==> config.mk <==
export PLATFORM = sky130hd
export DESIGN_NAME = psd_divider
export DESIGN_NICKNAME = d
export VERILOG_FILES = /design/src/rtl/psd_pkg.sv /design/src/rtl/psd_prescaler.sv /design/src/rtl/psd_swallow.sv /design/src/rtl/psd_main.sv /design/src/rtl/psd_divider.sv
export SDC_FILE = /design/constraint.sdc
export NUM_CORES = 1
export LEC_CHECK = 0
export BUFFER_PORTS_ARGS = -buffer_cell sky130_fd_sc_hd__buf_2
export CAP_MARGIN = 20
export CORE_UTILIZATION = 50
export DETAILED_ROUTE_END_ITERATION = 10
export PLACE_DENSITY = 0.82
export SLEW_MARGIN = 5
export SYNTH_ARGS = -nofsm -noshare
export SYNTH_HDL_FRONTEND = slang
export SYNTH_SLANG_ARGS = --single-unit
==> constraint.sdc <==
create_clock -name clk -period 5.5 [get_ports clk]
set_clock_uncertainty 0.2 [all_clocks]
set_input_delay 1.1 -clock clk [delete_from_list [all_inputs] [get_ports clk]]
set_output_delay 1.1 -clock clk [all_outputs]
set_load 0.02 [all_outputs]
==> src/rtl/psd_pkg.sv <==
package psd_pkg;

    // Modulus chosen by the swallow logic for the current prescaler cycle.
    typedef enum logic {
        MOD_BASE = 1'b0,   // divide by PRE_BASE
        MOD_PLUS = 1'b1    // divide by PRE_BASE + 1
    } modsel_e;

    // Period length in input cycles for a given setting.
    function automatic logic [31:0] period_len(
        input logic        byp,
        input logic [31:0] m,
        input logic [31:0] a,
        input logic [31:0] base
    );
        if (byp) begin
            return m + 32'd1;
        end
        return base * (m + 32'd1) + a;
    endfunction

endpackage

==> src/rtl/psd_prescaler.sv <==
module psd_prescaler
    import psd_pkg::*;
#(
    parameter int PRE_BASE = 10,
    localparam int CW      = $clog2(PRE_BASE + 1)
) (
    input  logic    clk,
    input  logic    rst,
    input  logic    hold_i,     // bypass: keep the counter parked at zero
    input  modsel_e modsel_i,
    output logic    tc_o        // last input cycle of a prescaler cycle
);

    typedef struct packed {
        logic [CW-1:0] cnt;
    } pre_state_t;

    pre_state_t    st_d, st_q;
    logic [CW-1:0] limit;

    always_comb begin
        st_d  = st_q;
        limit = (modsel_i == MOD_PLUS) ? CW'(PRE_BASE) : CW'(PRE_BASE - 1);
        tc_o  = !hold_i && (st_q.cnt == limit);
        if (rst || hold_i || tc_o) begin
            st_d.cnt = '0;
        end else begin
            st_d.cnt = st_q.cnt + CW'(1);
        end
    end

    always_ff @(posedge clk) begin
        st_q <= st_d;
    end

    // in the short modulus the count never reaches PRE_BASE
    a_r3_base_limit: assert property (@(posedge clk) disable iff (rst)
        (modsel_i == MOD_BASE) |-> (st_q.cnt < CW'(PRE_BASE)));

    // an idle prescaler stays parked
    a_r4_pre_parked: assert property (@(posedge clk) disable iff (rst)
        hold_i && $past(hold_i) && !$past(rst) |-> (st_q.cnt == '0) && !tc_o);

endmodule

==> src/rtl/psd_swallow.sv <==
module psd_swallow
    import psd_pkg::*;
#(
    parameter int A_W = 4
) (
    input  logic           clk,
    input  logic           rst,
    input  logic           load_i,     // period boundary or reset
    input  logic [A_W-1:0] load_val_i,
    input  logic           step_i,     // prescaler cycle completed
    output modsel_e        modsel_o
);

    typedef struct packed {
        logic [A_W-1:0] left;
    } sw_state_t;

    sw_state_t st_d, st_q;

    always_comb begin
        st_d     = st_q;
        modsel_o = (st_q.left != '0) ? MOD_PLUS : MOD_BASE;
        if (rst || load_i) begin
            st_d.left = load_val_i;
        end else if (step_i && (st_q.left != '0)) begin
            st_d.left = st_q.left - A_W'(1);
        end
    end

    always_ff @(posedge clk) begin
        st_q <= st_d;
    end

    // once the short modulus is in use it holds until the next boundary
    a_r3_no_return_to_plus: assert property (@(posedge clk) disable iff (rst)
        (modsel_o == MOD_BASE) && !load_i |=> (modsel_o == MOD_BASE));

    // the swallow count only moves down between boundaries
    a_r3_count_down: assert property (@(posedge clk) disable iff (rst)
        !load_i |=> (st_q.left <= $past(st_q.left)));

endmodule

==> src/rtl/psd_main.sv <==
module psd_main #(
    parameter int M_W = 9
) (
    input  logic           clk,
    input  logic           rst,
    input  logic           step_i,    // one count event
    input  logic [M_W-1:0] m_lim_i,   // active M
    output logic           last_o     // final count event of the period
);

    typedef struct packed {
        logic [M_W-1:0] cnt;
    } main_state_t;

    main_state_t st_d, st_q;

    always_comb begin
        st_d   = st_q;
        last_o = step_i && (st_q.cnt == m_lim_i);
        if (rst || last_o) begin
            st_d.cnt = '0;
        end else if (step_i) begin
            st_d.cnt = st_q.cnt + M_W'(1);
        end
    end

    always_ff @(posedge clk) begin
        st_q <= st_d;
    end

    // the main count never passes the active limit
    a_r1_count_bound: assert property (@(posedge clk) disable iff (rst)
        st_q.cnt <= m_lim_i);

endmodule

==> src/rtl/psd_divider.sv <==
module psd_divider
    import psd_pkg::*;
#(
    parameter int PRE_BASE = 10,
    parameter int M_W      = 9,
    parameter int A_W      = 4
) (
    input  logic           clk,
    input  logic           rst,
    input  logic [M_W-1:0] m_i,
    input  logic [A_W-1:0] a_i,
    input  logic           bypass_i,
    output logic           fp_o
);

    typedef struct packed {
        logic           byp;
        logic [M_W-1:0] m;
        logic [A_W-1:0] a;
    } cfg_t;

    cfg_t           cfg_d, cfg_q;
    logic           boundary;
    logic           pre_tc;
    logic           main_step;
    logic [A_W-1:0] sw_load_val;
    modsel_e        modsel;

    // Settings are captured only at a period boundary or in reset.
    always_comb begin
        cfg_d       = cfg_q;
        sw_load_val = bypass_i ? '0 : a_i;
        main_step   = cfg_q.byp ? 1'b1 : pre_tc;
        if (rst || boundary) begin
            cfg_d.byp = bypass_i;
            cfg_d.m   = m_i;
            cfg_d.a   = a_i;
        end
        fp_o = boundary && !rst;
    end

    always_ff @(posedge clk) begin
        cfg_q <= cfg_d;
    end

    psd_prescaler #(
        .PRE_BASE (PRE_BASE)
    ) u_pre (
        .clk      (clk),
        .rst      (rst),
        .hold_i   (cfg_q.byp),
        .modsel_i (modsel),
        .tc_o     (pre_tc)
    );

    psd_swallow #(
        .A_W (A_W)
    ) u_sw (
        .clk        (clk),
        .rst        (rst),
        .load_i     (boundary),
        .load_val_i (sw_load_val),
        .step_i     (pre_tc),
        .modsel_o   (modsel)
    );

    psd_main #(
        .M_W (M_W)
    ) u_main (
        .clk     (clk),
        .rst     (rst),
        .step_i  (main_step),
        .m_lim_i (cfg_q.m),
        .last_o  (boundary)
    );

    // ---------------- checks ----------------
    logic [31:0] span_q;

    always_ff @(posedge clk) begin
        if (rst || fp_o) begin
            span_q <= '0;
        end else begin
            span_q <= span_q + 32'd1;
        end
    end

    // normal-mode period length
    a_r1_period_len: assert property (@(posedge clk) disable iff (rst)
        fp_o && !cfg_q.byp |->
            (span_q + 32'd1 == period_len(1'b0, 32'(cfg_q.m), 32'(cfg_q.a), 32'(PRE_BASE))));

    // bypass period length
    a_r4_bypass_len: assert property (@(posedge clk) disable iff (rst)
        fp_o && cfg_q.byp |->
            (span_q + 32'd1 == period_len(1'b1, 32'(cfg_q.m), 32'd0, 32'(PRE_BASE))));

    // swallow logic idle in bypass
    a_r4_swallow_idle: assert property (@(posedge clk) disable iff (rst)
        cfg_q.byp |-> (modsel == MOD_BASE) && !pre_tc);

    // single-cycle pulse
    a_r2_single_pulse: assert property (@(posedge clk) disable iff (rst)
        fp_o |=> !fp_o);

    // settings only change at a boundary
    a_r5_cfg_held: assert property (@(posedge clk) disable iff (rst)
        !$past(rst) && !$past(fp_o) |-> $stable(cfg_q));

    // no pulse in reset
    always_comb begin
        if (rst) begin
            a_r10_quiet_in_reset: assert (!fp_o);
        end
    end

endmodule

# After elaboration in Yosys (flattened, before gate mapping)
# Index checks and enable logic that the tools add are counted.
# word_totals
regBits	27
inputBits	16
out_inout_bits	1
# op_classes
mux	6
addsub	3
eq_ne	2
reduce_logical	11
# op_table
operator	n
$mux W4	3
$add A9 B1 Y9 const B	1
$eq A9 B9 Y1	1
$add A4 B1 Y4 const B	1
$eq A4 B4 Y1	1
$logic_and A1 B1 Y1	4
$reduce_bool A4 Y1	1
$sub A4 B1 Y4 const B	1
$logic_or A1 B1 Y1	3
$logic_not A1 Y1	2
$mux W1	2
$mux W2	1
$reduce_bool A2 Y1	1

# Longest topological paths before layout
# depth
ltp_word	9
ltp_mapped	8
depth_no_buf	7

# Hierarchy
# From an unflattened synthesis, not the netlist that was laid out.
# unflattened
hier_cells	108
area_unflattened_um2	1267.5
# by_module_without_submodules
mod	seq_area_each_um2	instances	cells_each	area_per_inst_um2
psd_main	180.2	1	54	498.0
psd_divider	300.3	1	17	344.1
psd_swallow	120.1	1	21	235.2
psd_prescaler	80.1	1	16	190.2

# Worst setup path before layout
# Ideal clock, no wire load.
# synth_path
kind	in2out
startpoint	in rst
endpoint	out fp_o
path_stages	3
required_time_ns	4.200
path_slack_ns	2.218
arrival_ns	1.982
n_path_buf	2
path_cell_list	clkbuf_1 -> clkbuf_1 -> nor3_1
# synth_between
elab_chain_cells	2
# synth_lines
item	line	rtl
start: declaration	psd_divider.sv:9	input logic rst,
$logic_not A1 Y1	psd_divider.sv:39	fp_o = boundary && !rst;
$logic_and A1 B1 Y1	psd_divider.sv:39	
end: declaration	psd_divider.sv:13	output logic fp_o
# Every way passes these cells.

# Worst setup path in the final report
# layout_path
startpoint	reg cfg_q[12] in the netlist's numbering
endpoint	out fp_o
# layout_between
elab_chain_cells	3
# layout_lines
item	line	rtl
start: declaration	psd_divider.sv:22	cfg_t cfg_d, cfg_q;
start signal: assignment	psd_divider.sv:43	cfg_q <= cfg_d;
$eq A9 B9 Y1	psd_main.sv:19	last_o = step_i && (st_q.cnt == m_lim_i);
$logic_and A1 B1 Y1	psd_main.sv:19	
$logic_and A1 B1 Y1	psd_divider.sv:39	
# Every way passes these cells.

==> impl_metrics.json <==
{
  "n_antenna_cell": 0,
  "post_cts_buffers": 0,
  "syn_area_per_cell_sq_um": 11.0,
  "grt.total_usage_pct": 18.8,
  "drive_above_1_share_pct": 19.3,
  "grt_pass1_vias": 914,
  "drt_wl_total_um": 2460,
  "peakVddDrop_mv": 0.189,
  "ctsResizeCount": 0,
  "postSynthRegisterBits": 27,
  "cpPeakStageDelay_ns": 0.42,
  "tns_ns": 0,
  "cp_data_arrival_time_ns": 2.21,
  "chipWidth_um": 54.3,
  "internal_power_uw": 272,
  "hold_violations": 0,
  "grt_start_max_net_pins": 25,
  "synth_warnings": 0,
  "ys_async_sr_fraction_pct": 0,
  "layout_min_cycle_time_ns": 3.51,
  "critical_path_class": "flip-flop to primary output",
  "grt_pass1_wl_um": 3910,
  "maxCapViolCount": 0,
  "netlist.area_leader.share_pct": 30.7,
  "power.leakage_nw": 0.588,
  "antenna_found_initial": 0,
  "via_per_inst": 5.85,
  "cts_root_buffer": "clkbuf_4",
  "rsz0062_at_grt": "no",
  "worst_setup_path_end_kind": "primary output",
  "core_area_sq_um": 2520,
  "synth_edf_count": 14,
  "portBuffers": 16,
  "ioPinCount": 17,
  "areaGrowthSynthToFinish_pct": 8.96,
  "p_switching_uw": 90.8,
  "worst_path_max_delay_cell": "nand3_1",
  "post_drt_wl_per_cell_um": 14.4,
  "synth_seq_area_share_pct": 49.7,
  "synthFlopType": "edfxtp_1",
  "insertion_delay_ns": 0.33,
  "hold_path.class": "flip-flop to flip-flop",
  "dieArea_sq_um": 2950,
  "cts_hold_buf": 0,
  "hold_ws_ns": 0.322,
  "synthTopCellsByArea": "edfxtp_1 (31%), dfxtp_1 (19%), xor2_1 (6.4%)",
  "overflow": 0,
  "fin_crit_sh_pct": 63.8,
  "synth_cell_types": 35,
  "cts_tree": "yes",
  "finalSetupViolations": 0,
  "rows": 18,
  "path_cells": "xor2_1 -> nor4_4 -> nand3_1 -> nor3_1 -> buf_2",
  "yosysMostFrequentCell": "edfxtp_1",
  "synth_cells": 125,
  "slew_violations": 0,
  "worst-path-buf-inv": 1,
  "syn-cell-area_sq_um": 1370,
  "p_sw_share_pct": 25.0,
  "synth_nets": 144,
  "drtIter0Drc": 19,
  "cts_made_buffers": 3,
  "fillCellCount": 223,
  "p_per_area_nw_per_um2": 243,
  "dp_hpwl_um": 1720,
  "power_frac_seq_pct": 64.1,
  "worst_pin_slew_ns": 0.481,
  "worst_ep_required_time_ns": 4.20,
  "pwr-share-clk_pct": 24.5,
  "outcome": "finished, final reports clean",
  "synth_top_area_cell": "edfxtp_1",
  "place.gp.congestion": 0.789,
  "crit_path_max_fanout": 11,
  "die_h_um": 54.3,
  "start_kind": "flip-flop",
  "synth_common_cells": "edfxtp_1 (14), dfxtp_1 (13), xor2_1 (10)",
  "initial_utilization_pct": 54.3,
  "p_total_uw": 363,
  "drtAntennaViolNets": 0,
  "cts_buffer_depth": 2,
  "clock-sinks": 27,
  "cp_top_family": "simple AND/OR/NAND/NOR gates",
  "vias": 994,
  "drt-pass1-iter-count": 4,
  "max_freq_ghz": 0.285,
  "cts_max_level": 1,
  "clkTransAtPathRegs_ns": 0.15,
  "drc": 0,
  "nNetsFinal": 160,
  "relSlewSlack_pct": 67.9,
  "pwr-share-comb_pct": 11.4
}
==> layout by cell type, fill, tap and decap left out <==
cell / synthesis / final
nor3b_1: 1 / 1
nor3_2: 1 / 1
nand3b_1: 3 / 3
xor2_1: 10 / 10
a21o_1: 2 / 2
mux2i_1: 5 / 5
inv_1: 3 / 3
or4b_1: 3 / 3
o311ai_0: 1 / 1
and3_4: 1 / 1
nand4_1: 3 / 3
nor3_1: 6 / 6
nand2_1: 3 / 3
xnor2_1: 3 / 3
a21oi_1: 5 / 5
nor2_1: 5 / 5
o21ai_0: 4 / 4
ha_1: 3 / 3
and3_1: 3 / 3
dfxtp_1: 13 / 13
clkbuf_4: 0 / 3
buf_2: 2 / 16
nor4_4: 1 / 1
nand2b_1: 6 / 6
a21o_2: 1 / 1
a31oi_1: 3 / 3
edfxtp_1: 14 / 14
nor2b_1: 1 / 1
a21oi_2: 1 / 1
clkinvlp_4: 0 / 1
nand4b_1: 4 / 4
and3_2: 1 / 1
nand3_1: 8 / 8
nor3b_2: 1 / 1
or3_1: 1 / 1
==> final cells by class <==
| cell class | instances | area [sq um] | area share (%) |
|---|---|---|---|
| repair buffers | 16 | 80.1 | 5.37 |
| clock inverters | 1 | 7.51 | 0.503 |
| flip-flops and latches | 27 | 681 | 45.6 |
| clock buffers | 3 | 22.5 | 1.51 |
| multi-input cells | 90 | 652 | 43.7 |
| inverters | 3 | 11.3 | 0.755 |
| well taps | 30 | 37.5 | 2.52 |
==> through the flow <==
stage,utilization [%],worst slack [ns],cells,cell area (sq um)
final,59.1,1.99,170,1490
after CTS,59.1,2.02,170,1490
after floorplan,-,2.22,125,1370
after detailed placement,57.9,2.42,166,1460
after global placement,57.9,2.47,166,1460
after global routing,59.1,1.81,170,1490
==> path summary, 6_finish.rpt <==
kind	startpoint	cells past startpoint	slack (ns)	to
setup / recovery	cfg_q[12]	5	1.99	fp_o
hold / removal	u_main.st_q[1]	2	0.32	u_main.st_q[1]
setup reg to reg	u_sw.st_q[0]	7	2.80	u_sw.st_q[3]
hold reg to reg	u_main.st_q[1]	2	0.32	u_main.st_q[1]
==> metal layers <==
layer  track usage, %  up-vias  wire length, um
li1                 -      494                -
met2             31.3       17             1220
met1             23.8      481             1160
met4             3.85        0               13
met5                0        -                0
met3             5.83        2               66
==> flip-flops by register name, summed over array words and instances, names as in the netlist <==
signal and cells:
u_sw.st_q 4, cfg_q 10, u_pre.st_q 4, u_main.st_q 9
==> power groups by stage <==
stage / Combinational (mW) / Sequential, mW / Clock (mW)
after floorplan: 0.0309 / 0.235 / 0
after global placement: 0.0395 / 0.237 / 0
after detailed placement: 0.0416 / 0.237 / 0
after CTS: 0.0419 / 0.233 / 0.0896
after global routing: 0.0470 / 0.234 / 0.0967
final: 0.0415 / 0.233 / 0.0887
==> logic make-up (layout without fill, tap and decap cells) <==
family | Yosys count | count (layout) | share of synthesized area (%)
simple gates | 52 | 52 | 25.2
flops | 27 | 27 | 49.7
compound gates | 17 | 17 | 7.68
xor+xnor | 13 | 13 | 8.32
buf+inv | 8 | 23 | 2.65
mux | 5 | 5 | 3.66
fa+ha+maj | 3 | 3 | 2.74
==> worst reg2reg max path, cell delays in order, from the launching register on <==
cell	delay [ns]
edfxtp_1	0.44
inv_1	0.08
ha_1	0.18
nor3b_2	0.24
mux2i_1	0.29
a21o_1	0.46
a21o_2	0.44
mux2i_1	0.24
Note: power is estimated with default switching activity, not from simulation.
